===== src/rtl/vtab_pkg.sv =====
package vtab_pkg;
  localparam int WORD_W   = 16;
  localparam int NWORDS   = 3;
  localparam int DB_W     = 8;
  localparam int VID_W    = 13;
  localparam int FIELD_W  = 4;
  localparam int PER_WORD = 4;

  localparam logic [2:0] OP_FLUSH = 3'b001;
  localparam logic [2:0] OP_LOAD  = 3'b011;
  localparam logic [2:0] OP_NEXT  = 3'b100;

  localparam logic [2:0] A_CMD = 3'd0;
  localparam logic [2:0] A_VID = 3'd1;
  localparam logic [2:0] A_W0  = 3'd2;
  localparam logic [2:0] A_W1  = 3'd3;
  localparam logic [2:0] A_W2  = 3'd4;

  // bits of data word w that belong to ports below the port count
  function automatic logic [WORD_W-1:0] word_mask(input int ports, input int w);
    logic [WORD_W-1:0] m;
    m = '0;
    for (int f = 0; f < PER_WORD; f++)
      if (w * PER_WORD + f < ports) m[f*FIELD_W +: FIELD_W] = '1;
    return m;
  endfunction
endpackage


===== src/rtl/vtab_keys.sv =====
module vtab_keys #(
  parameter int DEPTH = 64,
  parameter int IDX_W = $clog2(DEPTH)
) (
  input  logic             clk,
  input  logic             rst,
  input  logic [IDX_W-1:0] rd_idx,
  output logic [12:0]      rd_vid,
  output logic             rd_ok,
  input  logic             set_en,
  input  logic [IDX_W-1:0] set_idx,
  input  logic [12:0]      set_vid,
  input  logic             clr_en,
  input  logic [IDX_W-1:0] clr_idx,
  input  logic             flush
);
  logic [DEPTH-1:0] live_q;
  logic [12:0]      vid_q [DEPTH];

  always_ff @(posedge clk) begin
    if (rst) begin
      live_q <= '0;
      for (int s = 0; s < DEPTH; s++) vid_q[s] <= '0;
    end else if (flush) begin
      live_q <= '0;
    end else begin
      for (int s = 0; s < DEPTH; s++) begin
        if (set_en && set_idx == IDX_W'(s)) begin
          live_q[s] <= 1'b1;
          vid_q[s]  <= set_vid;
        end else if (clr_en && clr_idx == IDX_W'(s)) begin
          live_q[s] <= 1'b0;
        end
      end
    end
  end

  assign rd_vid = vid_q[rd_idx];
  assign rd_ok  = live_q[rd_idx];
endmodule


===== src/rtl/vtab_store.sv =====
module vtab_store #(
  parameter int DEPTH = 64,
  parameter int IDX_W = $clog2(DEPTH),
  parameter int W     = 56
) (
  input  logic             clk,
  input  logic             we,
  input  logic [IDX_W-1:0] waddr,
  input  logic [W-1:0]     wdata,
  input  logic             re,
  input  logic [IDX_W-1:0] raddr,
  output logic [W-1:0]     rdata
);
  logic [W-1:0] mem [DEPTH];

  always_ff @(posedge clk) begin
    if (we) mem[waddr] <= wdata;
    if (re) rdata <= mem[raddr];
  end
endmodule


===== src/rtl/vtab_ctrl.sv =====
module vtab_ctrl
  import vtab_pkg::*;
#(
  parameter int DEPTH = 64,
  parameter int IDX_W = $clog2(DEPTH)
) (
  input  logic             clk,
  input  logic             rst,
  input  logic             start,
  input  logic [2:0]       op,
  input  logic [12:0]      key,
  input  logic             key_live,
  output logic [IDX_W-1:0] scan_idx,
  input  logic [12:0]      slot_vid,
  input  logic             slot_ok,
  output logic             set_en,
  output logic [IDX_W-1:0] set_idx,
  output logic             clr_en,
  output logic [IDX_W-1:0] clr_idx,
  output logic             flush,
  output logic             mem_we,
  output logic [IDX_W-1:0] mem_waddr,
  output logic             mem_re,
  output logic [IDX_W-1:0] mem_raddr,
  output logic             fin,
  output logic             next_ok,
  output logic [12:0]      next_vid,
  output logic             dropped
);
  localparam logic [IDX_W-1:0] LAST = IDX_W'(DEPTH - 1);

  typedef enum logic [1:0] {ST_IDLE, ST_SCAN, ST_APPLY, ST_DONE} st_e;
  st_e st_q;

  logic [IDX_W-1:0] idx_q, hit_idx_q, free_idx_q, best_idx_q;
  logic             hit_q, free_q, best_q, drop_q;
  logic [12:0]      best_vid_q;

  always_ff @(posedge clk) begin
    if (rst) begin
      st_q       <= ST_IDLE;
      idx_q      <= '0;
      hit_idx_q  <= '0;
      free_idx_q <= '0;
      best_idx_q <= '0;
      hit_q      <= 1'b0;
      free_q     <= 1'b0;
      best_q     <= 1'b0;
      drop_q     <= 1'b0;
      best_vid_q <= '0;
    end else begin
      case (st_q)
        ST_IDLE: if (start) begin
          st_q   <= ST_SCAN;
          idx_q  <= '0;
          hit_q  <= 1'b0;
          free_q <= 1'b0;
          best_q <= 1'b0;
          drop_q <= 1'b0;
        end
        ST_SCAN: begin
          if (slot_ok && slot_vid == key) begin
            hit_q     <= 1'b1;
            hit_idx_q <= idx_q;
          end
          if (!slot_ok && !free_q) begin
            free_q     <= 1'b1;
            free_idx_q <= idx_q;
          end
          if (slot_ok && slot_vid > key && (!best_q || slot_vid < best_vid_q)) begin
            best_q     <= 1'b1;
            best_idx_q <= idx_q;
            best_vid_q <= slot_vid;
          end
          if (idx_q == LAST) st_q <= ST_APPLY;
          else idx_q <= idx_q + 1'b1;
        end
        ST_APPLY: begin
          st_q <= ST_DONE;
          if (op == OP_LOAD && key_live && !hit_q && !free_q) drop_q <= 1'b1;
        end
        default: st_q <= ST_IDLE;
      endcase
    end
  end

  logic apply_load;
  assign apply_load = (st_q == ST_APPLY) && (op == OP_LOAD);

  assign scan_idx  = idx_q;
  assign set_en    = apply_load && key_live && !hit_q && free_q;
  assign set_idx   = free_idx_q;
  assign clr_en    = apply_load && !key_live && hit_q;
  assign clr_idx   = hit_idx_q;
  assign flush     = (st_q == ST_APPLY) && (op == OP_FLUSH);
  assign mem_we    = apply_load && key_live && (hit_q || free_q);
  assign mem_waddr = hit_q ? hit_idx_q : free_idx_q;
  assign mem_re    = (st_q == ST_APPLY) && (op == OP_NEXT);
  assign mem_raddr = best_idx_q;
  assign fin       = (st_q == ST_DONE);
  assign next_ok   = best_q;
  assign next_vid  = best_vid_q;
  assign dropped   = drop_q;
endmodule


===== src/rtl/vlan_tab_engine.sv =====
module vlan_tab_engine
  import vtab_pkg::*;
#(
  parameter int DEPTH = 64,
  parameter int PORTS = 12
) (
  input  logic        clk,
  input  logic        rst,
  input  logic        host_we,
  input  logic [2:0]  host_waddr,
  input  logic [15:0] host_wdata,
  input  logic [2:0]  host_raddr,
  output logic [15:0] host_rdata
);
  localparam int IDX_W = $clog2(DEPTH);
  localparam int PAY_W = DB_W + PORTS * FIELD_W;

  logic              busy_q, full_q, vid_live_q, vid_pg_q;
  logic [2:0]        op_q;
  logic [DB_W-1:0]   db_q;
  logic [11:0]       vid_lo_q;
  logic [WORD_W-1:0] word_q  [NWORDS];
  logic [WORD_W-1:0] word_rd [NWORDS];

  logic             start, fin, next_ok, dropped;
  logic [12:0]      next_vid, slot_vid, set_vid;
  logic             slot_ok, set_en, clr_en, flush, mem_we, mem_re;
  logic [IDX_W-1:0] scan_idx, set_idx, clr_idx, mem_waddr, mem_raddr;
  logic [PAY_W-1:0] pay_in, pay_out;

  assign start   = !busy_q && host_we && host_waddr == A_CMD && host_wdata[15];
  assign set_vid = {vid_pg_q, vid_lo_q};

  // pack per-port fields of the data words into the stored payload
  assign pay_in[DB_W-1:0] = db_q;
  for (genvar p = 0; p < PORTS; p++) begin : g_pack
    assign pay_in[DB_W + FIELD_W*p +: FIELD_W] =
      word_q[p / PER_WORD][(p % PER_WORD) * FIELD_W +: FIELD_W];
  end

  always_comb begin
    for (int w = 0; w < NWORDS; w++) word_rd[w] = '0;
    for (int p = 0; p < PORTS; p++)
      word_rd[p / PER_WORD][(p % PER_WORD) * FIELD_W +: FIELD_W] =
        pay_out[DB_W + FIELD_W*p +: FIELD_W];
  end

  vtab_keys #(.DEPTH(DEPTH), .IDX_W(IDX_W)) u_keys (
    .clk(clk), .rst(rst),
    .rd_idx(scan_idx), .rd_vid(slot_vid), .rd_ok(slot_ok),
    .set_en(set_en), .set_idx(set_idx), .set_vid(set_vid),
    .clr_en(clr_en), .clr_idx(clr_idx), .flush(flush)
  );

  vtab_store #(.DEPTH(DEPTH), .IDX_W(IDX_W), .W(PAY_W)) u_store (
    .clk(clk), .we(mem_we), .waddr(mem_waddr), .wdata(pay_in),
    .re(mem_re), .raddr(mem_raddr), .rdata(pay_out)
  );

  vtab_ctrl #(.DEPTH(DEPTH), .IDX_W(IDX_W)) u_ctrl (
    .clk(clk), .rst(rst), .start(start), .op(op_q),
    .key(set_vid), .key_live(vid_live_q),
    .scan_idx(scan_idx), .slot_vid(slot_vid), .slot_ok(slot_ok),
    .set_en(set_en), .set_idx(set_idx), .clr_en(clr_en), .clr_idx(clr_idx),
    .flush(flush), .mem_we(mem_we), .mem_waddr(mem_waddr),
    .mem_re(mem_re), .mem_raddr(mem_raddr), .fin(fin),
    .next_ok(next_ok), .next_vid(next_vid), .dropped(dropped)
  );

  always_ff @(posedge clk) begin
    if (rst) begin
      busy_q     <= 1'b0;
      full_q     <= 1'b0;
      op_q       <= '0;
      db_q       <= '0;
      vid_live_q <= 1'b0;
      vid_pg_q   <= 1'b0;
      vid_lo_q   <= '0;
      for (int w = 0; w < NWORDS; w++) word_q[w] <= '0;
    end else if (busy_q) begin
      if (fin) begin
        busy_q <= 1'b0;
        case (op_q)
          OP_LOAD:  if (dropped) full_q <= 1'b1;
          OP_FLUSH: full_q <= 1'b0;
          OP_NEXT: begin
            if (next_ok) begin
              {vid_pg_q, vid_lo_q} <= next_vid;
              vid_live_q <= 1'b1;
              db_q       <= pay_out[DB_W-1:0];
              for (int w = 0; w < NWORDS; w++) word_q[w] <= word_rd[w];
            end else begin
              vid_live_q <= 1'b0;
            end
          end
          default: ;
        endcase
      end
    end else if (host_we) begin
      case (host_waddr)
        A_CMD: begin
          busy_q <= host_wdata[15];
          op_q   <= host_wdata[14:12];
          db_q   <= {host_wdata[11:8], host_wdata[3:0]};
        end
        A_VID: begin
          vid_live_q <= host_wdata[15];
          vid_pg_q   <= host_wdata[12];
          vid_lo_q   <= host_wdata[11:0];
        end
        A_W0: word_q[0] <= host_wdata & word_mask(PORTS, 0);
        A_W1: word_q[1] <= host_wdata & word_mask(PORTS, 1);
        A_W2: word_q[2] <= host_wdata & word_mask(PORTS, 2);
        default: ;
      endcase
    end
  end

  always_ff @(posedge clk) begin
    if (rst) host_rdata <= '0;
    else begin
      case (host_raddr)
        A_CMD:   host_rdata <= {busy_q, op_q, db_q[7:4], full_q, 3'b000, db_q[3:0]};
        A_VID:   host_rdata <= {vid_live_q, 2'b00, vid_pg_q, vid_lo_q};
        A_W0:    host_rdata <= word_q[0];
        A_W1:    host_rdata <= word_q[1];
        A_W2:    host_rdata <= word_q[2];
        default: host_rdata <= '0;
      endcase
    end
  end
endmodule


===== config.mk =====
export PLATFORM = sky130hd
export DESIGN_NAME = vlan_tab_engine
export DESIGN_NICKNAME = d
export VERILOG_FILES = /design/src/rtl/vtab_pkg.sv /design/src/rtl/vtab_keys.sv /design/src/rtl/vtab_store.sv /design/src/rtl/vtab_ctrl.sv /design/src/rtl/vlan_tab_engine.sv
export SDC_FILE = /design/constraint.sdc
export NUM_CORES = 2
export LEC_CHECK = 0
export BUFFER_PORTS_ARGS = -buffer_cell sky130_fd_sc_hd__buf_4
export CAP_MARGIN = 5
export CELL_PAD_IN_SITES_DETAIL_PLACEMENT = 1
export CELL_PAD_IN_SITES_GLOBAL_PLACEMENT = 1
export CORE_ASPECT_RATIO = 0.6
export CORE_UTILIZATION = 61
export CTS_CLUSTER_DIAMETER = 100
export DETAILED_ROUTE_END_ITERATION = 10
export PLACE_DENSITY_LB_ADDON = 0.15
export SYNTH_ARGS = -nofsm -noshare
export SYNTH_HDL_FRONTEND = slang
export SYNTH_HIERARCHICAL = 1
export SYNTH_MEMORY_MAX_BITS = 65536
export SYNTH_SLANG_ARGS = --single-unit
export TNS_END_PERCENT = 1

===== constraint.sdc =====
create_clock -name clk -period 17.06 [get_ports clk]
set_input_delay 4.265 -clock clk [delete_from_list [all_inputs] [get_ports clk]]
set_output_delay 4.265 -clock clk [all_outputs]
set_load 0.005 [all_outputs]

==> impl_metrics.toml <==
[outcome]
violations = "slew limit"
status = "finished, violations left"

[clocking]
cts_made_buffers = 409
cts_setup_buffers = 0
ctsHoldBuffers = 0
clkSinkCount = 4670
cts_resized = 0
clkLatencyLatePin_ps = 990
cts.clk_slew.worst_paths_ps = 70
root_buffer = "clkbuf_16"
cts_max_level = 5
clk_path_buf_depth = 4
cts_tree = "built"

[power_and_ir_drop]
netSwitchingPower_mw = 4.65
power_leakage_nw = 61.9
seq_power_share_pct = 55.6
power_density_mw_per_mm2 = 113
peakVddDrop_mv = 0.136
switching_share_pct = 20.4
p_int_mw = 18.1
clkPwrFrac_pct = 42.6
power_frac_comb_pct = 1.8

[placement]
dp_hpwl_um = 334000
portBuffers = 40
gp_congestion = 0.912

[yosys]
yosysUniqueCellTypes = 80
yosysTopAreaCell = "edfxtp_1"
seq_area_frac_synth_pct = 76.3
synth_edf_count = 4520
syn_area_per_cell_sq_um = 20.7
synth_cells = 8783
synth.most_common_cell = "edfxtp_1"
ys_warn_count = 6
synth_top_area_share_pct = 74.7
synthTopCellsByArea = "edfxtp_1 (75%), mux4_2 (14%), dfxtp_1 (1.7%), nor2_1 (1.4%), mux2i_1 (1.1%)"
netlist_top_cells_count = "edfxtp_1 (4520), mux4_2 (1113), nor2_1 (654)"
synthFlopType = "edfxtp_1"
ys_ff_latch = 4670
syn_nets = 8838
synthArstFlopShare_pct = 0
synth_area_sq_mm = 0.182

[cells_and_area]
nNetsFinal = 9031
drive_gt1_share_pct = 24.5
utilization_pct = 68.2
area_growth_pct = 10.6

[sta]
skew_ps = 60.4
fin_tns_setup_ps = 0
fmaxAchievable_mhz = 147
relSlewSlack_pct = -4.32
post-route-period-util_pct = 39.9
drv_slew = 2
hold_viol_final = 0
worst_pin_slew_ps = 1560
timing.final.crit_period_ps = 6800
setup_viol = 0
rsz0062_at_grt = "false"

[die]
die_h_um = 425
core_area_sq_mm = 0.295
initial_core_util_pct = 61.6
rows = 154
die_area_sq_mm = 0.300
pin_count = 41
die_w_um = 707

[worst_setup_path]
crit_chain = "buf_6 > buf_4 > buf_4 > nand2b_1 > buf_4 > inv_1"
setup.worst_path.end_class = "flip-flop"
slowest_delay_ps = 720
crit_path_start_kind = "input port"
critical_path_class = "in -> reg"
worst-path-max-fanout = 67
worstPathArrival_ps = 7280
critPathRequiredTime_ps = 17530
crit_slowest_cell = "buf_4"
critPathMostFrequentCell = "buf_4"

[drt]
drcViolationCount = 0
ant_nets = 0
avgViaCountPerCell = 7.57
first_iter_violations = 18600
num_vias = 101000
wl_per_cell_um = 44.2
finalWirelength_um = 588000
dr.pass1.iters = 6

[grt]
grt_pass1_vias = 101000
gr-total-overflow = 0
grt_max_degree = 115
grt_antenna_before_repair = 31
use_met2_pct = 54.0
grt_pass1_wl_um = 805000
busiest_layer = "met1"
met3_usage_pct = 15.0
grt.total_usage_pct = 39.2
grt_use_met1_pct = 57.2

[run]
maxCapViolations = 0

[min_path]
hold_class = "reg -> reg"
-- cells by family after synthesis --
group | after synthesis | synth area share (%)
flops | 4670 | 76.3
mux | 1335 | 15.1
simple gates | 1141 | 2.84
compound gates | 975 | 3.79
buf+inv | 629 | 1.74
fa+ha+maj | 30 | 0.207
xor+xnor | 3 | 0.0145
-- sequential cells by signal, summed over array words and instances, names as in the netlist, 8 cells and up --
| name | count |
|---|---|
| u_store/mem | 3584 |
| u_keys/vid_q | 832 |
| u_keys/live_q | 64 |
| u_store/rdata | 56 |
| word_q | 48 |
| host_rdata | 16 |
| u_ctrl/next_vid | 13 |
| vid_lo_q | 12 |
| db_q | 8 |
-- layout make-up --
cell class              count  area, sq um
inverters                  52          195
flip-flops and latches   4670       139000
multi-input cells        3484        40500
clock inverters           243         2780
fillers                 22900        93900
repair buffers            359         2890
diodes                     17         42.5
well taps                3978         4980
clock buffers             504        10900
-- power groups by stage --
stage / clock network (mW) / registers [mW] / logic [mW]
after floorplan: 0 / 12.9 / 0.195
after global placement: 0 / 12.9 / 0.369
after detailed placement: 0 / 12.9 / 0.395
after CTS: 9.74 / 12.7 / 0.398
after global routing: 10.1 / 12.7 / 0.426
final: 9.71 / 12.7 / 0.409
-- placed cells by master (no fill, tap or decap), types with 13 or more instances in the layout --
| cell type | netlist | routed |
|---|---|---|
| a221oi_1 | 103 | 103 |
| ha_1 | 30 | 30 |
| o211ai_1 | 15 | 15 |
| o22ai_1 | 128 | 128 |
| clkinv_2 | 0 | 69 |
| mux2i_1 | 191 | 191 |
| a31oi_1 | 13 | 13 |
| mux2_2 | 25 | 25 |
| nand2_1 | 171 | 168 |
| dfxtp_1 | 150 | 130 |
| clkinv_1 | 0 | 71 |
| a311oi_1 | 22 | 22 |
| a21o_1 | 30 | 30 |
| diode_2 | 0 | 17 |
| nand2b_1 | 91 | 81 |
| nor2b_1 | 35 | 31 |
| buf_12 | 3 | 14 |
| inv_1 | 52 | 52 |
| a21oi_1 | 215 | 215 |
| edfxtp_1 | 4520 | 4520 |
| nor3_1 | 36 | 31 |
| a22o_1 | 145 | 145 |
| nor3_2 | 8 | 13 |
| clkbuf_16 | 0 | 415 |
| clkbuf_8 | 0 | 19 |
| bufinv_16 | 0 | 57 |
| o221ai_1 | 49 | 49 |
| o21ai_0 | 89 | 87 |
| clkbuf_1 | 298 | 70 |
| clkinvlp_4 | 0 | 18 |
| nand3_1 | 49 | 48 |
| nor2_1 | 654 | 585 |
| buf_4 | 98 | 342 |
| a211oi_1 | 44 | 44 |
| nor2_4 | 0 | 64 |
| a22oi_1 | 56 | 56 |
| mux4_2 | 1113 | 1113 |
| nand3b_1 | 13 | 13 |
-- worst max-delay path, delay by kind of cell --
kind	cells	cell delay, ps
buffers and inverters	5	2720
AND/OR/NAND/NOR	1	220
-- final timing paths --
kind | to | slack [ps] | cells past startpoint | startpoint
setup / recovery | u_keys/vid_q[63][10] | 10260 | 6 | rst
hold / removal | u_keys/live_q[4] | 490 | 2 | u_keys/live_q[4]
setup reg to reg | u_ctrl/mem_raddr[3] | 10470 | 13 | u_ctrl/scan_idx[1]
hold reg to reg | u_keys/live_q[4] | 490 | 2 | u_keys/live_q[4]
-- through the flow --
stage / power [mW] / setup slack, ps / area (sq um) / hold WS (ps) / std cells
3_5_place_dp: 13.3 / 9480 / 187000 / 472 / 12500
4_1_cts: 22.8 / 10440 / 201000 / 483 / 13300
3_3_place_gp: 13.3 / 9670 / 187000 / 469 / 12500
6_report: 22.8 / 10260 / 201000 / 495 / 13300
5_1_grt: 23.2 / 10140 / 201000 / 513 / 13300
2_1_floorplan: 13.1 / 10510 / 182000 / 445 / 8783
-- per-layer routing --
| metal | share of wire (%) | vias to the layer above |
|---|---|---|
| li1 | - | 36900 |
| met1 | 36 | 53000 |
| met2 | 42 | 9469 |
| met3 | 17 | 1470 |
| met4 | 4.8 | 18 |
| met5 | 0.045 | - |
No activity file was read; power rests on OpenSTA's default activity.
